## src/rtl/serial_rx_pkg.sv

```systemverilog
package serial_rx_pkg;

  typedef enum logic [2:0] {
    RX_IDLE  = 3'd0,
    RX_START = 3'd1,
    RX_DATA  = 3'd2,
    RX_PAR   = 3'd3,
    RX_STOP  = 3'd4,
    RX_BRK   = 3'd5
  } rx_state_e;

  typedef struct packed {
    logic [7:0] data;
    logic       perr;
    logic       ferr;
    logic       brk;
  } rx_result_t;

endpackage

```

## src/rtl/serial_rx_sync.sv

```systemverilog
module serial_rx_sync #(
  parameter int STAGES = 2
) (
  input  logic clk,
  input  logic rst_n,
  input  logic din,
  output logic dout
);
  logic [STAGES-1:0] stage_q;
  logic [STAGES-1:0] stage_d;

  always_comb begin
    stage_d = {stage_q[STAGES-2:0], din};
  end

  always_ff @(posedge clk or negedge rst_n) begin
    if (!rst_n) stage_q <= '1;
    else        stage_q <= stage_d;
  end

  assign dout = stage_q[STAGES-1];
endmodule

```

## src/rtl/serial_rx_frame.sv

```systemverilog
module serial_rx_frame
  import serial_rx_pkg::*;
#(
  parameter int OSR    = 16,
  parameter int DATA_W = 8
) (
  input  logic             clk,
  input  logic             rst_n,
  input  logic             tick,
  input  logic             rx,
  input  logic [1:0]       len_sel,
  input  logic [1:0]       par_mode,
  output logic             done,
  output rx_result_t       result
);
  localparam int CNT_W   = $clog2(OSR);
  localparam int IDX_W   = $clog2(DATA_W);
  localparam int MIN_LEN = DATA_W - 3;
  localparam logic [CNT_W-1:0] MID  = CNT_W'(OSR / 2 - 1);
  localparam logic [CNT_W-1:0] LAST = CNT_W'(OSR - 1);

  rx_state_e          state_q, state_d;
  logic [CNT_W-1:0]   cnt_q, cnt_d;
  logic [IDX_W-1:0]   idx_q, idx_d;
  logic [DATA_W-1:0]  shr_q, shr_d;
  logic               par_q, par_d;
  logic               prev_q, prev_d;

  logic [IDX_W-1:0]   last_idx;
  logic               par_en;
  logic               exp_par;
  logic               is_brk;

  assign last_idx = IDX_W'(MIN_LEN - 1) + IDX_W'(len_sel);
  assign par_en   = par_mode[0];
  assign exp_par  = par_mode[1] ? (^shr_q) : ~(^shr_q);
  assign is_brk   = (shr_q == '0) && (!par_en || !par_q) && !rx;

  always_comb begin
    state_d = state_q;
    cnt_d   = cnt_q;
    idx_d   = idx_q;
    shr_d   = shr_q;
    par_d   = par_q;
    prev_d  = tick ? rx : prev_q;
    done    = 1'b0;
    if (tick) begin
      unique case (state_q)
        RX_IDLE: begin
          if (prev_q && !rx) begin
            state_d = RX_START;
            cnt_d   = '0;
            shr_d   = '0;
            par_d   = 1'b0;
          end
        end
        RX_START: begin
          if (cnt_q == MID) begin
            cnt_d   = '0;
            idx_d   = '0;
            state_d = rx ? RX_IDLE : RX_DATA;
          end else begin
            cnt_d = cnt_q + 1'b1;
          end
        end
        RX_DATA: begin
          if (cnt_q == LAST) begin
            cnt_d        = '0;
            shr_d[idx_q] = rx;
            if (idx_q == last_idx) state_d = par_en ? RX_PAR : RX_STOP;
            else                   idx_d   = idx_q + 1'b1;
          end else begin
            cnt_d = cnt_q + 1'b1;
          end
        end
        RX_PAR: begin
          if (cnt_q == LAST) begin
            cnt_d   = '0;
            par_d   = rx;
            state_d = RX_STOP;
          end else begin
            cnt_d = cnt_q + 1'b1;
          end
        end
        RX_STOP: begin
          if (cnt_q == LAST) begin
            cnt_d   = '0;
            done    = 1'b1;
            state_d = is_brk ? RX_BRK : RX_IDLE;
          end else begin
            cnt_d = cnt_q + 1'b1;
          end
        end
        RX_BRK: begin
          if (rx) state_d = RX_IDLE;
        end
        default: state_d = RX_IDLE;
      endcase
    end
  end

  always_comb begin
    result.data = shr_q;
    result.brk  = is_brk;
    result.ferr = !rx;
    result.perr = par_en && !is_brk && (par_q != exp_par);
  end

  always_ff @(posedge clk or negedge rst_n) begin
    if (!rst_n) begin
      state_q <= RX_IDLE;
      cnt_q   <= '0;
      idx_q   <= '0;
      shr_q   <= '0;
      par_q   <= 1'b0;
      prev_q  <= 1'b1;
    end else begin
      state_q <= state_d;
      cnt_q   <= cnt_d;
      idx_q   <= idx_d;
      shr_q   <= shr_d;
      par_q   <= par_d;
      prev_q  <= prev_d;
    end
  end
endmodule

```

## src/rtl/serial_rx_hold.sv

```systemverilog
module serial_rx_hold
  import serial_rx_pkg::*;
(
  input  logic       clk,
  input  logic       rst_n,
  input  logic       done,
  input  rx_result_t result,
  input  logic       ack,
  input  logic       ovr_clr,
  output rx_result_t held,
  output logic       valid,
  output logic       ovr
);
  rx_result_t held_q, held_d;
  logic       valid_q, valid_d;
  logic       ovr_q, ovr_d;

  always_comb begin
    held_d  = done ? result : held_q;
    valid_d = done ? 1'b1 : (ack ? 1'b0 : valid_q);
    if (done && valid_q && !ack) ovr_d = 1'b1;
    else if (ovr_clr)            ovr_d = 1'b0;
    else                         ovr_d = ovr_q;
  end

  always_ff @(posedge clk or negedge rst_n) begin
    if (!rst_n) begin
      held_q  <= '0;
      valid_q <= 1'b0;
      ovr_q   <= 1'b0;
    end else begin
      held_q  <= held_d;
      valid_q <= valid_d;
      ovr_q   <= ovr_d;
    end
  end

  assign held  = held_q;
  assign valid = valid_q;
  assign ovr   = ovr_q;
endmodule

```

## src/rtl/serial_rx_core.sv

```systemverilog
module serial_rx_core
  import serial_rx_pkg::*;
#(
  parameter int OSR         = 16,
  parameter int SYNC_STAGES = 2
) (
  input  logic       clk,
  input  logic       rst_n,
  input  logic       tick_16x,
  input  logic       rxd,
  input  logic [1:0] len_sel,
  input  logic [1:0] par_mode,
  input  logic       char_ack,
  input  logic       ovr_clr,
  output logic [7:0] char_data,
  output logic       char_valid,
  output logic       err_parity,
  output logic       err_frame,
  output logic       err_break,
  output logic       ovr_flag
);
  logic       rx_s;
  logic       char_done;
  rx_result_t frame_res;
  rx_result_t held_res;

  serial_rx_sync #(.STAGES(SYNC_STAGES)) u_sync (
    .clk  (clk),
    .rst_n(rst_n),
    .din  (rxd),
    .dout (rx_s)
  );

  serial_rx_frame #(.OSR(OSR), .DATA_W(8)) u_frame (
    .clk     (clk),
    .rst_n   (rst_n),
    .tick    (tick_16x),
    .rx      (rx_s),
    .len_sel (len_sel),
    .par_mode(par_mode),
    .done    (char_done),
    .result  (frame_res)
  );

  serial_rx_hold u_hold (
    .clk    (clk),
    .rst_n  (rst_n),
    .done   (char_done),
    .result (frame_res),
    .ack    (char_ack),
    .ovr_clr(ovr_clr),
    .held   (held_res),
    .valid  (char_valid),
    .ovr    (ovr_flag)
  );

  assign char_data  = held_res.data;
  assign err_parity = held_res.perr;
  assign err_frame  = held_res.ferr;
  assign err_break  = held_res.brk;
endmodule

```

## config.mk

```make
export PLATFORM = sky130hd
export DESIGN_NAME = serial_rx_core
export DESIGN_NICKNAME = d
export VERILOG_FILES = /design/src/rtl/serial_rx_pkg.sv /design/src/rtl/serial_rx_sync.sv /design/src/rtl/serial_rx_frame.sv /design/src/rtl/serial_rx_hold.sv /design/src/rtl/serial_rx_core.sv
export SDC_FILE = /design/constraint.sdc
export NUM_CORES = 1
export LEC_CHECK = 0
export BUFFER_PORTS_ARGS = -buffer_cell sky130_fd_sc_hd__buf_2
export CORE_AREA = 4 4 68 86
export CTS_CLUSTER_DIAMETER = 100
export DETAILED_ROUTE_END_ITERATION = 6
export DIE_AREA = 0 0 72 90
export GPL_TIMING_DRIVEN = 1
export PLACE_DENSITY = 0.54
export SLEW_MARGIN = 10
export SYNTH_ARGS = -nofsm -noshare
export SYNTH_HDL_FRONTEND = slang
export SYNTH_SLANG_ARGS = --single-unit
```

## constraint.sdc

```tcl
create_clock -name clk -period 4.3 [get_ports clk]
set_clock_uncertainty 0.05 [all_clocks]
set_input_delay 1.075 -clock clk [delete_from_list [all_inputs] [get_ports clk]]
set_output_delay 1.075 -clock clk [all_outputs]
set_load 0.03 [all_outputs]
```

Word-level counts from Yosys, hierarchy flattened

Index checks and enable logic that the tools add are counted.

Flip-flop bits (word level): 35
Word-level logic and storage cells: 101
Bits of input ports: 10
Output and inout port bits: 13

$add $sub $neg: 3
Multiplexer cells: 36
Reductions and logical operators: 29
Equal/unequal tests: 17
Order comparisons: 2
Bitwise operators: 1

Operator list:

| cell                  | count |
|---|---|
| $mux W3               | 12 |
| $pmux W3 S6           | 1 |
| $mux W8               | 2 |
| $pmux W8 S2           | 1 |
| $mux W4               | 3 |
| $ne A2 B1 Y1 const B  | 6 |
| $pmux W4 S3           | 1 |
| $mux W1               | 11 |
| $reduce_bool A2 Y1    | 5 |
| $bwmux W8             | 1 |
| $logic_and A1 B1 Y1   | 8 |
| $logic_not A8 Y1      | 1 |
| $reduce_and A4 Y1     | 2 |
| $reduce_and A8 Y1     | 1 |
| $reduce_xor A8 Y1     | 1 |
| $eq A3 B2 Y1 const B  | 2 |
| $eq A3 B3 Y1 const B  | 2 |
| $pmux W3 S2           | 1 |
| $logic_not A1 Y1      | 5 |
| $reduce_and A5 Y1     | 1 |
| $add A4 B1 Y4 const B | 1 |
| $eq A4 B3 Y1 const B  | 1 |
| $eq A4 B4 Y1 const B  | 1 |
| $lt A3 B4 Y1 const B  | 1 |
| other kinds (16)      | 17 |

Depth between registers and ports, before layout

Word-level depth: 7
Mapped depth: 7
Gate-level depth less buffers: 7

Cells and area by module

Synthesis repeated with hierarchy kept, for this count alone.

Cell total of the unflattened synthesis: 197
Area, all modules: 1,990.7 sq um

By module, submodules not included:

| module          | cells an instance | instances | sequential area each (sq um) | area an instance (sq um) |
|---|---|---|---|---|
| serial_rx_frame | 166               | 1         | 501.7                        | 1,421.4 |
| serial_rx_hold  | 29                | 1         | 325.3                        | 516.7 |
| serial_rx_sync  | 2                 | 1         | 52.6                         | 52.6 |

Least setup slack after synthesis

OpenSTA, ideal clock, no wires.

Path kind: input-to-reg
Start: input port len_sel[0]
End: register u_frame.state_q[1]
Stages: 5
Data required time: 4.122 ns
Slack: 1.957 ns
Library setup time: 0.128 ns
Buffers on the path: 0
Arrival: 2.165 ns
Cells stage by stage: xor2_1 -> o211ai_1 -> a211oi_1 -> nor4_4 -> mux2_1

Word-level cells in the longest chain between the ends: 4

RTL lines:

| item                        | RTL line               | source |
|---|---|---|
| start: declaration          | serial_rx_core.sv:11   | `input logic [1:0] len_sel,` |
| $add A3 B2 Y3               | serial_rx_frame.sv:34  | `assign last_idx = IDX_W'(MIN_LEN - 1) + IDX_W'(len_sel);` |
| $eq A3 B3 Y1                | serial_rx_frame.sv:70  | `if (idx_q == last_idx) state_d = par_en ? RX_PAR : RX_STOP;` |
| $ne A2 B1 Y1 (no line)      | -                      |  |
| $reduce_and A8 Y1 (no line) | -                      |  |
| end signal: assignment      | serial_rx_frame.sv:118 | `state_q <= state_d;` |
| end: declaration            | serial_rx_frame.sv:22  | `rx_state_e state_q, state_d;` |

Every way passes these cells.
A chain may end at the register's enable or synchronous reset.

Final worst setup path

Start: register u_frame.state_q[0]
End: register u_frame.state_q[2]

Word-level cells in the longest chain between the ends: 3
Elaborated cells on any way between the ends: 15
Those cells by class: 12 x eq/ne; 1 x mux; 2 x reduce/logical

RTL lines:

| item                                                          | RTL line              | source |
|---|---|---|
| $eq A3 B3 Y1 (tied with other cells)                          | serial_rx_frame.sv:48 | `unique case (state_q)` |
| $ne A2 B1 Y1 (no line) / $ne A2 B2 Y1 (equally long branches) | -                     |  |
| $reduce_and A8 Y1 (no line)                                   | -                     |  |

Several ways; a longest one is shown, not always the timed one.

==> run_results.csv <==
group,metric,value,unit
logic_synthesis,post-synth-top-area-cell,"dfrtp_1",
die,initial_core_util,0.396,
finish,final_core_util,0.443,
sta,drv_slew,0,
worst_setup_path,worstPathArrival,2.44,ns
power_and_ir_drop,vdd_ir_drop_max,0.193,mV
die,dieArea,6480,um2
sta,worstMarginPinSlew,0.813,ns
drt,routed_wl,3960,um
logic_synthesis,ys_warn_count,0,
logic_synthesis,ys.flop_type,"dfrtp_1",
drt,dr_total_vias,1502,
grt,grt_overflow,0,
finish,final_nets,244,
sta,period_minus_slack,2.33,ns
hold_path,hold_depth,0,
finish,area_growth_syn_to_layout,11.7,%
logic_synthesis,synth_top_area_frac,0.404,
sta,setup_slack,1.97,ns
drt,drtIter0Drc,44,
finish,fill_cells,517,
drt,wl_per_cell,13.6,um
grt,grt_pass1_vias,1410,
power_and_ir_drop,power.leakage,0.956,nW
grt,grt_max_degree,36,
worst_setup_path,ff2ff_setup_slack,1.97,ns
logic_synthesis,yosysSeqAreaShare,0.443,
clock_network,post_cts_buffers,0,
placement,gp_congestion,0.832,
sta,period_share,0.541,
clock_network,cts_resized,0,
power_and_ir_drop,totalPowerFinal,1.05,mW
sta,slew_headroom,0.456,
grt,grt_pass1_wl,6730,um
clock_network,clk_latency,0.29,ns
finish,antenna_cells,0,
worst_setup_path,r2r_end,"u_frame.state_q[2]",
grt,grt_antenna_before_repair,0,
hold_path,hp-class,"reg2reg",
clock_network,cts.htree.levels,2,
logic_synthesis,ys_top_cells_by_area,"dfrtp_1 (40%), nand2_1 (4.4%), o21ai_0 (4.0%)",
placement,dp_hpwl,2950,um
die,die_x,72,um
placement,portBuffers,22,
logic_synthesis,syn_area,1980,um2
finish,final_common_cell,"dfrtp_1",
logic_synthesis,synth_cell_types,49,
sta,fmax,430,MHz
logic_synthesis,ys_ff_latch,35,
sta,hold_viol,0,
logic_synthesis,synth_fp_nets,227,
worst_setup_path,rr_startpoint,"u_frame.state_q[0]",
clock_network,clock_path_buffers,2,
clock_network,cts_buffers,5,
clock_network,cts_tree,"done",
logic_synthesis,synthCells,211,
logic_synthesis,synthArstFlopShare,1.00,
run_status,outcome,"complete, no violations",
worst_setup_path,path_max_fanout,17,
die,ios,23,
clock_network,clkTransAtPathRegs,0.07,ns
hold_path,holdCritStartpoint,"u_sync.stage_q[0]",
placement,place_worst_setup_slack,1.70,ns
worst_setup_path,cp-start-kind,"flop",
die,coreArea,5010,um2
drt,drcViolationCount,0,
finish,layout_common_cells,"dfrtp_1 (32), nand2_1 (23), buf_2 (22)",
finish,drive_gt1_frac,0.197,
sta,rsz0062_at_grt,"false",
worst_setup_path,r2r_cells,5,
clock_network,cts_hold_buf,0,
drt,firstDrtPassIters,6,
worst_setup_path,timing_worst_setup_path_type,"reg2reg",
power_and_ir_drop,pwr_density_cell,473,nW/um2
drt,viasPerCell,5.16,
grt,track_usage,0.131,
drt,ant_nets,0,
sta,tns,0,ns
clock_network,clkSinkCount,35,
logic_synthesis,synth-edff-count,0,
logic_synthesis,avgSynthCellArea,9.40,um2
worst_setup_path,crit_path_end_kind,"flop",
worst_setup_path,required,4.42,ns
sta,whs,0.308,ns
sta,setup_viol,0,
die,rows,29,
clock_network,cts_root_buf,"clkbuf_8",
run,maxCapViolCount,0,
hold_path,holdPathEnd,"u_sync.stage_q[1]",
die,die_h,90,um
layout make-up:
type | count | area (um2) | share of cell area
clock inverter | 3 | 43.8 | 0.0198
sequential | 35 | 880 | 0.397
timing repair buffer | 22 | 110 | 0.0497
multi-input combinational | 149 | 981 | 0.442
tap | 62 | 77.6 | 0.0350
clock buffer | 5 | 68.8 | 0.0310
inverter | 15 | 56.3 | 0.0254
worst max-delay path, stage by stage, from the launching register on:
cell     delay (ns)
dfrtp_1        0.75
and2b_1        0.30
nand2_1        0.29
a21oi_1        0.14
nor4_4         0.31
mux2_1         0.36
stage by stage:
step,area (um2),std cells
after global placement,2100,283
final,2220,291
after detailed placement,2100,283
after CTS,2220,291
after floorplan,1980,211
after global routing,2220,291
registers in the layout, indices dropped and copies added, names as in the netlist:
register and cells:
u_frame.par_q 1, u_frame.shr_q 8, u_sync.stage_q 2, u_hold.valid 1
u_frame.prev_q 1, u_hold.ovr 1, u_frame.idx_q 3, u_frame.cnt_q 4
u_frame.state_q 3, u_hold.held 11
how the worst max path moves through the flow:
stage | from | end | slack, ns | cells past startpoint
global placement | len_sel[0] | u_frame.state_q[1] | 1.73 | 6
CTS | u_frame.state_q[0] | u_frame.state_q[2] | 1.96 | 5
floorplan | len_sel[0] | u_frame.state_q[1] | 1.96 | 5
global route | u_frame.state_q[0] | u_frame.state_q[2] | 1.83 | 5
detailed placement | len_sel[0] | u_frame.state_q[2] | 1.70 | 6
finish | u_frame.state_q[0] | u_frame.state_q[2] | 1.97 | 5
cells in the mapped netlist, types with 3 or more instances:
cell type,n
a21oi_1,6
a22o_1,4
buf_2,3
clkbuf_1,6
dfrtp_1,32
dfstp_2,3
ha_1,6
inv_1,14
nand2_1,23
nand2b_1,3
nand3_1,5
nand4_1,3
nor2_1,16
nor2b_1,3
nor3_1,5
o211ai_1,3
o21ai_0,16
o21ai_1,15
xnor2_1,8
layer usage:
| metal | track usage | part of all wire |
|---|---|---|
| met4 | 0.0564 | 0.018 |
| met2 | 0.219 | 0.51 |
| met3 | 0.0268 | 0.041 |
| met5 | 0 | 0 |
| met1 | 0.159 | 0.43 |
power breakdown:
part           switching (mW)  leakage (nW)  internal, mW  total, mW
combinational           0.158         0.428         0.131      0.289
clock                   0.123        0.0581         0.173      0.296
sequential             0.0988         0.469         0.365      0.463
kinds of logic after synthesis:
family / after synthesis / share of synthesized area
fa+ha+maj: 6 / 0.0378
mux: 5 / 0.0296
simple gates: 71 / 0.185
buf+inv: 27 / 0.0624
xor+xnor: 9 / 0.0397
compound gates: 58 / 0.202
flops: 35 / 0.443
(Power assumes the default switching activity.)
